## src/rtl/irq_router_pkg.sv

```systemverilog
`timescale 1ns/1ps
package irq_router_pkg;

  typedef enum logic [1:0] {
    SNS_RISE     = 2'd0,
    SNS_LVL_HI   = 2'd1,
    SNS_LVL_LO   = 2'd2,
    SNS_PULSE_LO = 2'd3
  } sense_e;

  // Fixed sensing per source index
  function automatic sense_e sense_of(input int idx);
    case (idx)
      3:          return SNS_LVL_LO;
      4, 10, 11:  return SNS_LVL_HI;
      5:          return SNS_PULSE_LO;
      default:    return SNS_RISE;
    endcase
  endfunction

  function automatic logic [31:0] sticky_mask();
    logic [31:0] m;
    for (int i = 0; i < 32; i++)
      m[i] = (sense_of(i) == SNS_RISE) || (sense_of(i) == SNS_PULSE_LO);
    return m;
  endfunction

endpackage

```

## src/rtl/irq_sense.sv

```systemverilog
`timescale 1ns/1ps
module irq_sense
  import irq_router_pkg::*;
#(
  parameter sense_e SENSE = SNS_RISE
) (
  input  logic clk_i,
  input  logic rst_ni,
  input  logic line_i,
  input  logic clr_i,
  output logic pend_o
);

  localparam logic IDLE = (SENSE == SNS_LVL_LO) || (SENSE == SNS_PULSE_LO);

  logic s1_q, s2_q;

  always_ff @(posedge clk_i or negedge rst_ni) begin
    if (!rst_ni) begin
      s1_q <= IDLE;
      s2_q <= IDLE;
    end else begin
      s1_q <= line_i;
      s2_q <= s1_q;
    end
  end

  if (SENSE == SNS_LVL_HI) begin : g_lvl_hi
    logic unused_clr;
    assign unused_clr = clr_i;
    assign pend_o = s2_q;
  end else if (SENSE == SNS_LVL_LO) begin : g_lvl_lo
    logic unused_clr;
    assign unused_clr = clr_i;
    assign pend_o = ~s2_q;
  end else begin : g_sticky
    logic prev_q, sticky_q, hit;
    assign hit = (SENSE == SNS_RISE) ? (s2_q & ~prev_q) : (prev_q & ~s2_q);
    always_ff @(posedge clk_i or negedge rst_ni) begin
      if (!rst_ni) begin
        prev_q   <= IDLE;
        sticky_q <= 1'b0;
      end else begin
        prev_q   <= s2_q;
        sticky_q <= (sticky_q & ~clr_i) | hit;  // new event wins over clear
      end
    end
    assign pend_o = sticky_q;
  end

endmodule

```

## src/rtl/irq_arb.sv

```systemverilog
`timescale 1ns/1ps
module irq_arb #(
  parameter int N  = 13,
  parameter int PW = 4,
  parameter int IW = 4
) (
  input  logic [N-1:0]         act_i,
  input  logic [N-1:0][PW-1:0] prio_i,
  output logic                 valid_o,
  output logic [IW-1:0]        idx_o
);

  logic          found;
  logic [PW-1:0] best_p;
  logic [IW-1:0] best_i;

  // Strict compare keeps the lower index on a tie
  always_comb begin
    found  = 1'b0;
    best_p = '0;
    best_i = '1;
    for (int i = 0; i < N; i++) begin
      if (act_i[i] && (!found || prio_i[i] > best_p)) begin
        found  = 1'b1;
        best_p = prio_i[i];
        best_i = IW'(i);
      end
    end
  end

  assign valid_o = found;
  assign idx_o   = best_i;

endmodule

```

## src/rtl/irq_router.sv

```systemverilog
`timescale 1ns/1ps
module irq_router
  import irq_router_pkg::*;
#(
  parameter int N_SRC   = 13,
  parameter int PRIO_W  = 4,
  parameter int IDX_W   = 4,
  parameter int DATA_W  = 32,
  parameter int ADDR_W  = 3,
  parameter int FIQ_SRC = 3
) (
  input  logic              clk_i,
  input  logic              rst_ni,
  input  logic [N_SRC-1:0]  src_i,
  input  logic              sleep_i,
  input  logic              reg_we_i,
  input  logic [ADDR_W-1:0] reg_addr_i,
  input  logic [DATA_W-1:0] reg_wdata_i,
  output logic [DATA_W-1:0] reg_rdata_o,
  output logic              irq_o,
  output logic              fiq_o,
  output logic [IDX_W-1:0]  win_idx_o,
  output logic              wake_o
);

  localparam int PER_WORD = DATA_W / PRIO_W;
  localparam int N_PWORD  = (N_SRC + PER_WORD - 1) / PER_WORD;
  localparam int A_EN     = 0;
  localparam int A_PEND   = 1;
  localparam int A_PRIO   = 2;
  localparam int A_WIN    = A_PRIO + N_PWORD;
  localparam logic [N_SRC-1:0] FIQ_BIT = N_SRC'(1) << FIQ_SRC;

  logic [N_SRC-1:0]             en_q;
  logic [N_SRC-1:0][PRIO_W-1:0] prio_q;
  logic [N_SRC-1:0]             pend_w, clr_w, act_w;
  logic                         irq_valid;
  logic [IDX_W-1:0]             irq_idx;

  assign clr_w = (reg_we_i && int'(reg_addr_i) == A_PEND) ? reg_wdata_i[N_SRC-1:0] : '0;

  for (genvar i = 0; i < N_SRC; i++) begin : g_src
    irq_sense #(.SENSE(sense_of(i))) u_sense (
      .clk_i  (clk_i),
      .rst_ni (rst_ni),
      .line_i (src_i[i]),
      .clr_i  (clr_w[i]),
      .pend_o (pend_w[i])
    );
  end

  always_ff @(posedge clk_i or negedge rst_ni) begin
    if (!rst_ni) begin
      en_q   <= '0;
      prio_q <= '0;
    end else if (reg_we_i) begin
      if (int'(reg_addr_i) == A_EN) en_q <= reg_wdata_i[N_SRC-1:0];
      for (int i = 0; i < N_SRC; i++)
        if (int'(reg_addr_i) == A_PRIO + i / PER_WORD)
          prio_q[i] <= reg_wdata_i[(i % PER_WORD) * PRIO_W +: PRIO_W];
    end
  end

  assign act_w = pend_w & en_q;

  irq_arb #(.N(N_SRC), .PW(PRIO_W), .IW(IDX_W)) u_arb (
    .act_i   (act_w & ~FIQ_BIT),
    .prio_i  (prio_q),
    .valid_o (irq_valid),
    .idx_o   (irq_idx)
  );

  assign irq_o     = irq_valid;
  assign win_idx_o = irq_idx;
  assign fiq_o     = act_w[FIQ_SRC];
  assign wake_o    = sleep_i & (|act_w);

  always_comb begin
    reg_rdata_o = '0;
    if (int'(reg_addr_i) == A_EN)   reg_rdata_o[N_SRC-1:0] = en_q;
    if (int'(reg_addr_i) == A_PEND) reg_rdata_o[N_SRC-1:0] = pend_w;
    if (int'(reg_addr_i) == A_WIN)  reg_rdata_o[IDX_W-1:0] = irq_idx;
    for (int i = 0; i < N_SRC; i++)
      if (int'(reg_addr_i) == A_PRIO + i / PER_WORD)
        reg_rdata_o[(i % PER_WORD) * PRIO_W +: PRIO_W] = prio_q[i];
  end

endmodule

```

## config.mk

```make
export PLATFORM = sky130hd
export DESIGN_NAME = irq_router
export DESIGN_NICKNAME = d
export VERILOG_FILES = /design/src/rtl/irq_router_pkg.sv /design/src/rtl/irq_sense.sv /design/src/rtl/irq_arb.sv /design/src/rtl/irq_router.sv
export SDC_FILE = /design/constraint.sdc
export NUM_CORES = 1
export LEC_CHECK = 0
export BUFFER_PORTS_ARGS = -buffer_cell sky130_fd_sc_hd__buf_4
export CAP_MARGIN = 5
export CORE_ASPECT_RATIO = 0.8
export CORE_MARGIN = 2
export CORE_UTILIZATION = 46
export CTS_CLUSTER_DIAMETER = 30
export DETAILED_ROUTE_END_ITERATION = 8
export PLACE_DENSITY = 0.76
export SKIP_LAST_GASP = 1
export SYNTH_ARGS = -nofsm -noshare
export SYNTH_HDL_FRONTEND = slang
export SYNTH_SLANG_ARGS = --single-unit
```

## constraint.sdc

```tcl
create_clock -name clk_i -period 45.7 [get_ports clk_i]
set_input_delay 6.855 -clock clk_i [delete_from_list [all_inputs] [get_ports clk_i]]
set_output_delay 6.855 -clock clk_i [all_outputs]
set_load 0.01 [all_outputs]
```

* Word level (Yosys, flattened, before mapping)
Cells that the tools add are included.
Operators by class: reduce and logical (&&, ||, !) cells 39, bitwise logic cells 48, eq/ne operators 4, muxes and demuxes 52, $lt $le $gt $ge 11
Operator list (count):
- two-way mux 4 bit | 37
- > comparator 4 bit | 11
- two-way mux 13 bit | 3
- bitwise AND 1 bit | 19
- inverter 1 bit | 19
- bitwise AND 13 bit | 1
- OR reduction 13 bit | 1
- logical AND 1 bit | 12
- two-way mux 1 bit | 12
- zero test 1 bit | 11
- logical OR 1 bit | 11
- == test 3 bit (second input constant) | 3
- OR 1 bit | 9
- AND reduction 2 bit | 3
- == test 3 x 2 -> 1 bit (second input constant) | 1
- zero test 3 bit | 1
Word-level totals: word-level logic and storage cells 212, bits in registers 109, output and inout port bits 39

* Longest topological paths before layout
Gate-level depths: netlist of the first run.
depth after elaboration 50, gate-level depth with buffers 92

* Modules after synthesis
Synthesis of the first run repeated with hierarchy kept, for this count alone.
Unflattened totals: cells, all modules 662, area total of the unflattened synthesis 7104.3 µm²
By module, submodules not included:
- irq_router | cells an instance 252, times used 1, area each 3320.7 µm²
- irq_arb | cells an instance 338, times used 1, area each 2492.4 µm²
- irq_sense at g_src[0].u_sense ... | cells an instance 7, times used 8, area each 120.1 µm²
- irq_sense at g_src[10].u_sense ... | cells an instance 2, times used 3, area each 50.0 µm²
- irq_sense at g_src[5].u_sense | cells an instance 7, times used 1, area each 123.9 µm²
- irq_sense at g_src[3].u_sense | cells an instance 3, times used 1, area each 56.3 µm²

* Worst setup path after synthesis of the first run
OpenSTA, ideal clock, no wires.
kind register -> output, start point reg g_src[0].u_sense.g_sticky.sticky_q, end point out reg_rdata_o[3], stages on the path, launching flop included 85, arrival time 16.106 ns, path buffers 3, setup slack 22.739 ns, cells stage by stage dfrtp_1 buf_6 nand3_1 ha_1 a211oi_1 a21o_1 mux2i_1 inv_1 ha_1 nor2b_1 o211ai_1 a31o_2 mux2i_1 ha_1 nand4_1 o21bai_1 a31oi_4 mux2_2 [49 not listed] nor2b_1 o21ai_0 nand2b_1 a21oi_1 a41o_1 a21oi_1 clkinv_1 a21o_1 ha_1 nor2b_1 o21ai_0 nand2b_1 a21oi_1 a41o_1 a21oi_1 a221oi_1 nand3_1 a31o_2
Between the ends: longest elaborated chain between the ends 49, elaborated cells on any way between the ends 82, classes of those cells order compare: 11; mux: 37; bitwise: 1; reduce/logical: 33
Ends and longest elaborated chain:
- start: declaration | RTL line irq_sense.sv:37 | logic prev_q, sticky_q, hit;
- start signal: assignment | RTL line irq_sense.sv:45 | sticky_q <= (sticky_q & ~clr_i) | hit;
- bitwise AND 13 bit (*) | RTL line irq_router.sv:64 | assign act_w = pend_w & en_q;
- two-way mux 4 bit or two-way mux 1 bit (tied branches) | RTL line irq_arb.sv:23 | if (act_i[i] && (!found || prio_i[i] > best_p)) begin
- > comparator 4 bit or zero test 1 bit (tied branches) | RTL line irq_arb.sv:23
- logical OR 1 bit | RTL line irq_arb.sv:23
- logical AND 1 bit | RTL line irq_arb.sv:23
- two-way mux 4 bit or two-way mux 1 bit (tied branches) | RTL line irq_arb.sv:23
- > comparator 4 bit or zero test 1 bit (tied branches) | RTL line irq_arb.sv:23
- logical OR 1 bit | RTL line irq_arb.sv:23
- [33 not listed]
- two-way mux 4 bit or two-way mux 1 bit (tied branches) | RTL line irq_arb.sv:23
- > comparator 4 bit or zero test 1 bit (tied branches) | RTL line irq_arb.sv:23
- logical OR 1 bit | RTL line irq_arb.sv:23
- logical AND 1 bit | RTL line irq_arb.sv:23
- two-way mux 4 bit (*) | RTL line irq_arb.sv:23
- via win_idx_o[3] | RTL line irq_router.sv:22 | output logic [IDX_W-1:0] win_idx_o,
- two-way mux 4 bit (*) | RTL line irq_router.sv:82 | if (int'(reg_addr_i) == A_WIN) reg_rdata_o[IDX_W-1:0] = irq_idx;
- two-way mux 4 bit (*) (2 in a row) | RTL line irq_router.sv:84 | if (int'(reg_addr_i) == A_PRIO + i / PER_WORD)
- end: declaration | RTL line irq_router.sv:19 | output logic [DATA_W-1:0] reg_rdata_o,
Mark *: on every way through the listed nets, which the timed path passes. The rest lies on a longest branch.

* Worst setup path after layout of the first run
start point reg g_src[0].u_sense.g_sticky.sticky_q, end point out reg_rdata_o[3]
Between the ends: longest elaborated chain between the ends 49, elaborated cells on any way between the ends 82, classes of those cells order compare: 11; mux: 37; bitwise: 1; reduce/logical: 33
Ends and longest elaborated chain (RTL line):
- bitwise AND 13 bit (*) | irq_router.sv:64
- two-way mux 4 bit or two-way mux 1 bit (tied branches) | irq_arb.sv:23
- > comparator 4 bit or zero test 1 bit (tied branches) | irq_arb.sv:23
- logical OR 1 bit | irq_arb.sv:23
- logical AND 1 bit | irq_arb.sv:23
- two-way mux 4 bit or two-way mux 1 bit (tied branches) | irq_arb.sv:23
- > comparator 4 bit or zero test 1 bit (tied branches) | irq_arb.sv:23
- logical OR 1 bit | irq_arb.sv:23
- [32 not listed]
- logical AND 1 bit | irq_arb.sv:23
- two-way mux 4 bit or two-way mux 1 bit (tied branches) | irq_arb.sv:23
- > comparator 4 bit or zero test 1 bit (tied branches) | irq_arb.sv:23
- logical OR 1 bit | irq_arb.sv:23
- logical AND 1 bit | irq_arb.sv:23
- two-way mux 4 bit (*) | irq_arb.sv:23
- two-way mux 4 bit (*) | irq_router.sv:82
- two-way mux 4 bit (*) (2 in a row) | irq_router.sv:84
Every way passes the cells marked *; elsewhere a longest branch is shown, timed or not.

==> results.toml, run 1 <==
[outcome]
run_status = "finished, final reports clean"

[layout]
diodes = 0
ratio_of_cells_with_drive_above_1_in_the_final_layout = 0.3018
total_number_of_nets_in_the_final_design = 796
fill_cells = 1213
most-common-layout-cells = "sky130_fd_sc_hd__dfrtp_1 (104), sky130_fd_sc_hd__buf_4 (94), sky130_fd_sc_hd__nand2_1 (69)"
final_common_cell = "sky130_fd_sc_hd__dfrtp_1"
syn_to_final_growth_pct = 17.56
storage_element_area_um2 = 2734
multi_input_area_um2 = 3545

[timing]
achievable_frequency_mhz = 37.64
period_needed_ps = 26570
remaining_max_slew_budget_at_the_tightest_pin = 0.1851
final.hold.worst_slack_ps = 357.3
final_hold_viol_count = 0
final.setup_skew_ps = 6.249
final-setup-viol-count = 0
timing.final.max_slew_violations = 0
post-route-period-util = 0.5814
worst_margin_slew_ps = 1205
fin_tns_setup_ps = 0
grt_setup_unrepaired = "false"

[clock_network]
cts_root_buf = "sky130_fd_sc_hd__clkbuf_16"
clk_path_buf_depth = 2
tritoncts = "yes"
ctsResizeCount = 0
clkSinkCount = 109
clk_latency_worst_skew_pair_ps = 370
cts.reportedPaths.clkPinSlew_ps = 70
setup_buffers_after_cts = 0
cts_hold_repair.buffers = 0
number_of_levels_the_h_tree_was_split_into = 3
tritoncts.num_buffers = 9

[pwr]
power_report.internal_total_mw = 0.3181
sequentialPowerShare = 0.224
power.share.switching = 0.4447
max-vdd-ir-drop_v = 0.00003835
p_clk_frac = 0.136
fin_total_pwr_mw = 0.5729
pwr-share-comb = 0.641
power-per-cell-area_nw_per_um2 = 74.50
cellLeakagePower_nw = 3.540
power.switching_mw = 0.2548

[logic_synthesis]
synth_area_per_cell_um2 = 10.55
synth_sequential_area_ratio = 0.4179
synth_cells = 620
netlist_top_cells_area = "sky130_fd_sc_hd__dfrtp_1 (40%), sky130_fd_sc_hd__mux2_2 (11%), sky130_fd_sc_hd__ha_1 (7.7%)"
synth_fp_nets = 712
syn-cell-area_um2 = 6541
synth_largest_type_area_fraction = 0.3979
synth-seq-cells = 109
postSynth.asyncResetShare = 1.000
yosysUniqueCellTypes = 73
yosys_warnings = 0
ys.flop_type = "sky130_fd_sc_hd__dfrtp_1"
yosysTopAreaCell = "sky130_fd_sc_hd__dfrtp_1"
synth_enable_flop_cells = 0

[setup_path]
setup.worst_path.start_class = "register"
worst_path_most_repeated_cell = "sky130_fd_sc_hd__ha_1"
critPathKind = "register to primary output"
path_max_fanout = 12
critical_path_required_ps = 38850
worstPathArrival_ps = 19710
critical_path.max_stage_delay_ps = 800
cp_slowest_cell = "sky130_fd_sc_hd__a41oi_1"
timing.critical_path.to_type = "primary output"

[floorplanning]
die_w_um = 137.3
design.die.area_um2 = 15200
row_cnt = 38
core_area_um2 = 13740
top_level_ports = 91
initial_util = 0.4761
die_height_um = 110.7

[route]
drtIter0Drc = 353
route.detailed.vias_per_inst = 5.805
routed_wirelength_mm = 17.39
dr_total_vias = 5161
post_drt_wl_per_cell_um = 19.56
antenna_left = 0
first_pass_iters = 5
dr_drc_count = 0

[placed_design]
port-buffer-count = 90
dpl.hpwl_mm = 13.25
routabilityCongestion = 0.9651

[grt]
global_route.overflow_total = 0
initial_antenna_violation_count = 0
wire_length_of_the_first_global_routing_pass_mm = 27.95
via_count_of_the_first_global_routing_pass = 5096
grt_start_max_net_pins = 70
global_route.usage.total = 0.2417

[job]
drv_cap = 0

[hold_path]
min-delay-path-class = "register to register"
cell usage after synthesis, drive strengths merged (5+ instances only):
library cell  instances
a31oi                 5
nand2b                5
nand2                70
a211oi                5
o211ai                8
nor2b                23
clkbuf               15
and2                 12
nor2                 26
mux2                 68
a21o                  8
dfrtp               104
nand4                 5
o21ai                36
mux2i                14
ha                   40
o21bai                5
inv                  48
mux4                 13
buf                   6
dfstp                 5
nor3                  8
a21oi                25
nand3                 8
power by group through the flow:
stage / clock [mW] / sequential [mW] / combinational [mW]
2_1_floorplan: 0 / 0.122 / 0.264
3_3_place_gp: 0 / 0.129 / 0.348
3_5_place_dp: 0 / 0.130 / 0.360
4_1_cts: 0.0802 / 0.128 / 0.363
5_1_grt: 0.0847 / 0.130 / 0.408
6_report: 0.0779 / 0.128 / 0.367
state kept, by name, summed over array words and instances (netlist names):
name	count
en_q	13
g_src.u_sense.g_sticky.prev_q	9
g_src.u_sense.pend_o	12
g_src.u_sense.s1_q	13
g_src.u_sense.s2_q	10
prio_q	52
kinds of logic (layout without fill, tap and decap cells):
logic type | after synthesis | count (layout) | synth area share
multiplexers | 95 | 95 | 0.1861
adder cells (fa/ha/maj) | 40 | 40 | 0.07651
buffers and inverters | 70 | 159 | 0.04208
AND/OR/NAND/NOR | 174 | 174 | 0.1371
flip-flops | 109 | 109 | 0.4179
AO/OA/AOI/OAI | 132 | 132 | 0.1402
routing by layer:
metal	track usage	vias to the layer above	share of wire
met4	0.05155	0	0.012
met3	0.06310	17	0.068
met1	0.3638	2553	0.48
met2	0.3496	175	0.44
li1	-	2416	-
met5	0	-	0
area by class of cell:
class                           count  area share
Tap cell                          180     0.02929
Clock buffer                        9     0.02929
Timing Repair Buffer               94     0.09177
Multi-Input combinational cell    441      0.4609
Inverter                           49     0.02392
Sequential cell                   109      0.3555
Clock inverter                      7    0.009274
worst max-delay path, delay by kind of cell (launching register included):
| kind | cells | cell delay, ps |
|---|---|---|
| compound gates | 38 | 9050 |
| fa+ha+maj | 11 | 3210 |
| buf+inv | 6 | 760 |
| flops | 1 | 510 |
| mux | 8 | 2960 |
| simple gates | 19 | 2870 |
per-stage QoR:
step	worst slack, ps	std cells	utilization	instance area [µm²]
2_1_floorplan	22740	620	-	6541
3_3_place_gp	20670	873	0.5381	7393
3_5_place_dp	19960	873	0.5381	7393
4_1_cts	19500	889	0.5596	7690
5_1_grt	17430	889	0.5596	7690
6_report	19130	889	0.5596	7690
worst paths after layout:
path	startpoint	endpoint	slack [ps]	cells past startpoint
worst max-delay path	g_src[0].u_sense.pend_o	reg_rdata_o[3]	19130	82
worst min-delay path	g_src[5].u_sense.s1_q	g_src[5].u_sense.s2_q	360	0
worst max register to register	prio_q[34]	prio_q[34]	44790	1
worst min register to register	g_src[5].u_sense.s1_q	g_src[5].u_sense.s2_q	360	0
max in group asynchronous	rst_ni	en_q[0]	37990	2
min in group asynchronous	rst_ni	prio_q[48]	6470	1
Power figures use the tool's default switching activity.
==> run 2, diff against run 1 <==
PLACE_DENSITY = 0.79   (was 0.76)
clock period = 21.5 ns   (was 45.7 ns; I/O delays follow)
==> run 2 against run 1 <==
Against the previous run: global-route usage shrank 0.71 points; sequential share of layout area decreased by 1.3 points; power up 130%; critical path depth increased by 5; clock skew down 2.3 ps; core utilization up 2.2 points; via count rose by 5.4%; first-iteration DRC count shrank 11%; largest cell class unchanged.
==> results.toml, run 2 (same netlist as run 1, synthesis figures left out) <==
[outcome]
run_status = "finished, final reports clean"

[clock_network]
cts.reportedPaths.clkPinSlew_ps = 80
tritoncts.num_buffers = 9
clk_latency_worst_skew_pair_ps = 360
cts_hold_repair.buffers = 0
clkSinkCount = 109
clk_path_buf_depth = 2
number_of_levels_the_h_tree_was_split_into = 3
cts_root_buf = "sky130_fd_sc_hd__clkbuf_16"
tritoncts = "yes"

[layout]
diodes = 0
multi_input_area_um2 = 3674
fill_cells = 1178
top_register = "prio_q"
final_common_cell = "sky130_fd_sc_hd__buf_4"
largest_reg_flops = 52
syn_to_final_growth_pct = 22.13
total_number_of_nets_in_the_final_design = 820
final_cells = 913
most-common-layout-cells = "sky130_fd_sc_hd__buf_4 (115), sky130_fd_sc_hd__dfrtp_1 (102), sky130_fd_sc_hd__nand2_1 (69)"
storage_element_area_um2 = 2736
final_cell_area_um2 = 7989
biggestRegsByFlops = "prio_q x52, en_q x13, g_src.u_sense.s1_q x13"
ratio_of_cells_with_drive_above_1_in_the_final_layout = 0.3492

[route]
route.met2.wl_mm = 7.775
route.detailed.vias_per_inst = 5.959
post_drt_wl_per_cell_um = 19.72
antenna_left = 0
first_pass_iters = 5
wl_met1_mm = 8.529
dr_total_vias = 5441
detailroute.wirelength.met3_mm = 1.239
highest-signal-layer = "met4"
drtIter0Drc = 313
dr_drc_count = 0
routed_wirelength_mm = 18.01

[placed_design]
dpl_ws_ps = 96.17
placed_cells = 876
routabilityCongestion = 0.9799
port-buffer-count = 90
dpl.hpwl_mm = 13.42
placement.cell_area_um2 = 7416

[setup_path]
critPathKind = "register to primary output"
timing.critical_path.to_type = "primary output"
timing.critical_path.to = "reg_rdata_o[3]"
critical_path_required_ps = 18270
worst_r2r_startpoint = "en_q[0]"
crit_buf_inv = 9
critical_path.reg2reg.endpoint = "en_q[0]"
path_max_fanout = 9
register_to_register_setup_slack_ps = 20540
worst_path_most_repeated_cell = "sky130_fd_sc_hd__ha_1"
worst_setup_path_startpoint = "g_src[0].u_sense.pend_o"
worst-r2r-cell-count = 2
critical_path.max_stage_delay_ps = 430
cp_slowest_cell = "sky130_fd_sc_hd__dfrtp_2"
cp.depth = 87
setup.worst_path.start_class = "register"
timing.critical_path.max_delay_family = "compound AO/OA/AOI/OAI gates"
worstPathArrival_ps = 17580

[floorplanning]
top_level_ports = 91
row_cnt = 38
die_w_um = 137.3
die_height_um = 110.7
initial_util = 0.4761
core_area_um2 = 13740
design.die.area_um2 = 15200

[grt]
grt_start_max_net_pins = 70
global_route.overflow_total = 0
via_count_of_the_first_global_routing_pass = 5099
initial_antenna_violation_count = 0
wire_length_of_the_first_global_routing_pass_mm = 27.32
global_route.usage.total = 0.2346

[job]
drv_cap = 0

[timing]
period_needed_ps = 20810
remaining_max_slew_budget_at_the_tightest_pin = 0.4392
worst_margin_slew_ps = 841.3
post-route-period-util = 0.9678
final_hold_viol_count = 0
fin_tns_setup_ps = 0
final.setup_skew_ps = 3.973
timing.final.max_slew_violations = 0
final-setup-viol-count = 0
post-route-worst-setup-slack_ps = 692.6
achievable_frequency_mhz = 48.06

[pwr]
cellLeakagePower_nw = 3.657
max-vdd-ir-drop_v = 0.00007578
fin_total_pwr_mw = 1.307
power-per-cell-area_nw_per_um2 = 163.6

[hold_path]
min-delay-path-class = "register to register"
## run 2: cell count changes in the layout (fill, tap and decap cells not counted), moves of 2 or more
cell | before | now
sky130_fd_sc_hd__a21oi_1 | 24 | 19
sky130_fd_sc_hd__a21oi_2 | 1 | 5
sky130_fd_sc_hd__buf_4 | 94 | 115
sky130_fd_sc_hd__clkbuf_2 | 0 | 2
sky130_fd_sc_hd__dfrtp_1 | 104 | 102
sky130_fd_sc_hd__dfrtp_2 | 0 | 2
sky130_fd_sc_hd__inv_8 | 0 | 2
sky130_fd_sc_hd__mux2i_1 | 14 | 10
sky130_fd_sc_hd__mux2i_2 | 0 | 2
sky130_fd_sc_hd__mux2i_4 | 0 | 2
sky130_fd_sc_hd__o21ai_0 | 35 | 32
## run 2: cell type report
type	instances	area share
multi-input combinational	442	0.4598
clock inverter	6	0.008144
tap	180	0.02819
clock buffer	10	0.02866
sequential	109	0.3425
timing repair buffer	117	0.1093
inverter	49	0.02334
## run 2: what timing repair did
action / 4_1_cts / 5_1_grt
buffers inserted: 0 / 20
cloned: 0 / 1
endpoints found under the setup margin: 7 / 8
gates resized for setup: 3 / 27
pin swaps: 0 / 11
## run 2: power breakdown
part,switching [mW],internal [mW]
clock,0.0839,0.0825
combinational,0.454,0.410
sequential,0.0401,0.236
## run 2: how the worst min path moves through the flow
stage                               end                    from  cells after the start
5_1_grt           g_src[1].u_sense.s2_q   g_src[1].u_sense.s1_q                      0
6_report       g_src[11].u_sense.pend_o  g_src[11].u_sense.s1_q                      0
2_1_floorplan     g_src[0].u_sense.s2_q   g_src[0].u_sense.s1_q                      0
3_3_place_gp      g_src[8].u_sense.s2_q   g_src[8].u_sense.s1_q                      0
3_5_place_dp   g_src[11].u_sense.pend_o  g_src[11].u_sense.s1_q                      0
4_1_cts        g_src[11].u_sense.pend_o  g_src[11].u_sense.s1_q                      0
## run 2: per-layer routing
metal,vias up,track usage
met2,233,0.3390
met1,2698,0.3488
met4,0,0.07423
met5,-,0
li1,2470,-
met3,40,0.05258
## run 2: metrics by stage
step,utilization,hold slack (ps)
CTS,0.5617,352.3
global route,0.5814,358.1
finish,0.5814,351.0
global placement,0.5397,332.9
floorplan,-,331.2
detailed placement,0.5397,334.7
==> run 3, diff against run 2 <==
CAP_MARGIN = default   (was 5)
PLACE_DENSITY = 0.76   (was 0.79)
clock period = 20.9 ns   (was 21.5 ns; I/O delays follow)
==> run 3 against run 2 <==
Against the previous run: register-to-register slack lost 600 ps; global-route usage grew 0.73 points; final cell count grew 0.55%; largest power group unchanged; sequential cell count is the same; final area grew 0.99%; sequential share of layout area shrank 0.33 points; critical endpoint is now reg_rdata_o[0]; clock skew grew 7.9 ps; power grew 5.7%; sequential power grew 2%; hold slack lost 6.9 ps; wire length grew 1.4%; combinational power grew 7.5%; largest cell class unchanged.
==> results.toml, run 3 (same netlist as run 1, synthesis figures left out) <==
[grt]
wire_length_of_the_first_global_routing_pass_mm = 28.22
global_route.overflow_total = 0
grt_start_max_net_pins = 70
via_count_of_the_first_global_routing_pass = 5433
initial_antenna_violation_count = 0
global_route.usage.total = 0.2419

[clock_network]
clk_path_buf_depth = 2
tritoncts.num_buffers = 9
number_of_levels_the_h_tree_was_split_into = 3
clkSinkCount = 109
tritoncts = "yes"
clk_latency_worst_skew_pair_ps = 360
cts.reportedPaths.clkPinSlew_ps = 90
cts_root_buf = "sky130_fd_sc_hd__clkbuf_16"

[layout]
top_register = "prio_q"
most-common-layout-cells = "sky130_fd_sc_hd__buf_4 (120), sky130_fd_sc_hd__dfrtp_1 (102), sky130_fd_sc_hd__nand2_1 (68)"
largest_reg_flops = 52
final_common_cell = "sky130_fd_sc_hd__buf_4"
total_number_of_nets_in_the_final_design = 825
diodes = 0
syn_to_final_growth_pct = 23.34
ratio_of_cells_with_drive_above_1_in_the_final_layout = 0.3686
biggestRegsByFlops = "prio_q x52, en_q x13, g_src.u_sense.s1_q x13"
fill_cells = 1175
final_cells = 918
final_cell_area_um2 = 8068

[route]
dr_total_vias = 5324
routed_wirelength_mm = 18.25
dr_drc_count = 0
drtIter0Drc = 428
route.detailed.vias_per_inst = 5.800
first_pass_iters = 5
antenna_left = 0
post_drt_wl_per_cell_um = 19.88

[setup_path]
worst_setup_path_startpoint = "g_src[0].u_sense.pend_o"
worst_r2r_startpoint = "en_q[0]"
timing.critical_path.to = "reg_rdata_o[0]"
critPathKind = "register to primary output"
timing.critical_path.to_type = "primary output"
setup.worst_path.start_class = "register"
path_max_fanout = 7
worst-r2r-cell-count = 2
worst_path_most_repeated_cell = "sky130_fd_sc_hd__ha_1"
register_to_register_setup_slack_ps = 19940
worstPathArrival_ps = 17100
critical_path_required_ps = 17770
critical_path.reg2reg.endpoint = "en_q[0]"
critical_path.max_stage_delay_ps = 440
cp_slowest_cell = "sky130_fd_sc_hd__o32ai_1"

[timing]
achievable_frequency_mhz = 49.41
remaining_max_slew_budget_at_the_tightest_pin = 0.2788
worst_margin_slew_ps = 1066
fin_tns_setup_ps = 0
final-setup-viol-count = 0
timing.final.max_slew_violations = 0
post-route-period-util = 0.9683
period_needed_ps = 20240
final_hold_viol_count = 0
post-route-worst-setup-slack_ps = 662.4
final.setup_skew_ps = 11.85

[pwr]
cellLeakagePower_nw = 3.705
fin_total_pwr_mw = 1.381
max-vdd-ir-drop_v = 0.00008018
power-per-cell-area_nw_per_um2 = 171.2

[floorplanning]
top_level_ports = 91
die_w_um = 137.3
core_area_um2 = 13740
die_height_um = 110.7
row_cnt = 38
initial_util = 0.4761
design.die.area_um2 = 15200

[placed_design]
placement.cell_area_um2 = 7446
dpl_ws_ps = 72.70
dpl.hpwl_mm = 13.49
routabilityCongestion = 0.9252
placed_cells = 880
port-buffer-count = 90

[hold_path]
min-delay-path-class = "register to register"

[job]
drv_cap = 0

[outcome]
run_status = "finished, final reports clean"
==> run 3: how the worst min path moves through the flow <==
stage / from / end / slack, ps / depth (start not counted)
after floorplan: g_src[0].u_sense.s1_q / g_src[0].u_sense.s2_q / 330 / 0
after global placement: g_src[9].u_sense.s1_q / g_src[9].u_sense.s2_q / 330 / 0
after detailed placement: g_src[2].u_sense.s1_q / g_src[2].u_sense.s2_q / 340 / 0
after CTS: g_src[10].u_sense.s1_q / g_src[10].u_sense.pend_o / 350 / 0
after global routing: g_src[8].u_sense.s1_q / g_src[8].u_sense.s2_q / 360 / 0
final: g_src[10].u_sense.s1_q / g_src[10].u_sense.pend_o / 340 / 0
==> run 3: final cells by class <==
class	count	area [µm²]	area share
multi-input combinational	441	3704	0.4591
sequential	109	2736	0.3392
timing repair buffer	123	922.1	0.1143
clock buffer	10	229.0	0.02838
tap	180	225.2	0.02792
inverter	49	183.9	0.02280
clock inverter	6	67.56	0.008375
==> run 3: where the power goes <==
group / switching, mW / internal [mW] / leakage, nW / total, mW
sequential: 0.0380 / 0.243 / 1.27 / 0.281
combinational: 0.478 / 0.450 / 2.29 / 0.929
clock: 0.0866 / 0.0846 / 0.144 / 0.171
==> run 3: worst max-delay path, delay by kind of cell, from the launching register on <==
family / cells / cell delay, ps
adder cells (fa/ha/maj): 11 / 2980
buffers and inverters: 10 / 1290
AND/OR/NAND/NOR: 20 / 2550
multiplexers: 8 / 2620
AO/OA/AOI/OAI: 37 / 6850
flip-flops: 1 / 430
==> run 3: what timing repair did <==
item,CTS,global route
pin swaps,1,16
gates resized for setup,3,42
buffers inserted,3,19
hold buffers,0,0
endpoints found under the setup margin,8,8
==> run 3: metal layers <==
layer  routed length, µm  part of all wire  vias up  GRT usage
met4                 233             0.013        0    0.05498
met1                8504              0.47     2628     0.3431
met2                8343              0.46      205     0.3808
met5                   0                 0        -          0
li1                    -                 -     2463          -
met3                1172             0.064       28    0.05075
==> run 3: per-stage QoR <==
step	util	hold slack [ps]
floorplan	-	331.2
global placement	0.5419	332.2
detailed placement	0.5419	338.0
CTS	0.5656	353.1
global route	0.5871	359.2
finish	0.5871	344.0
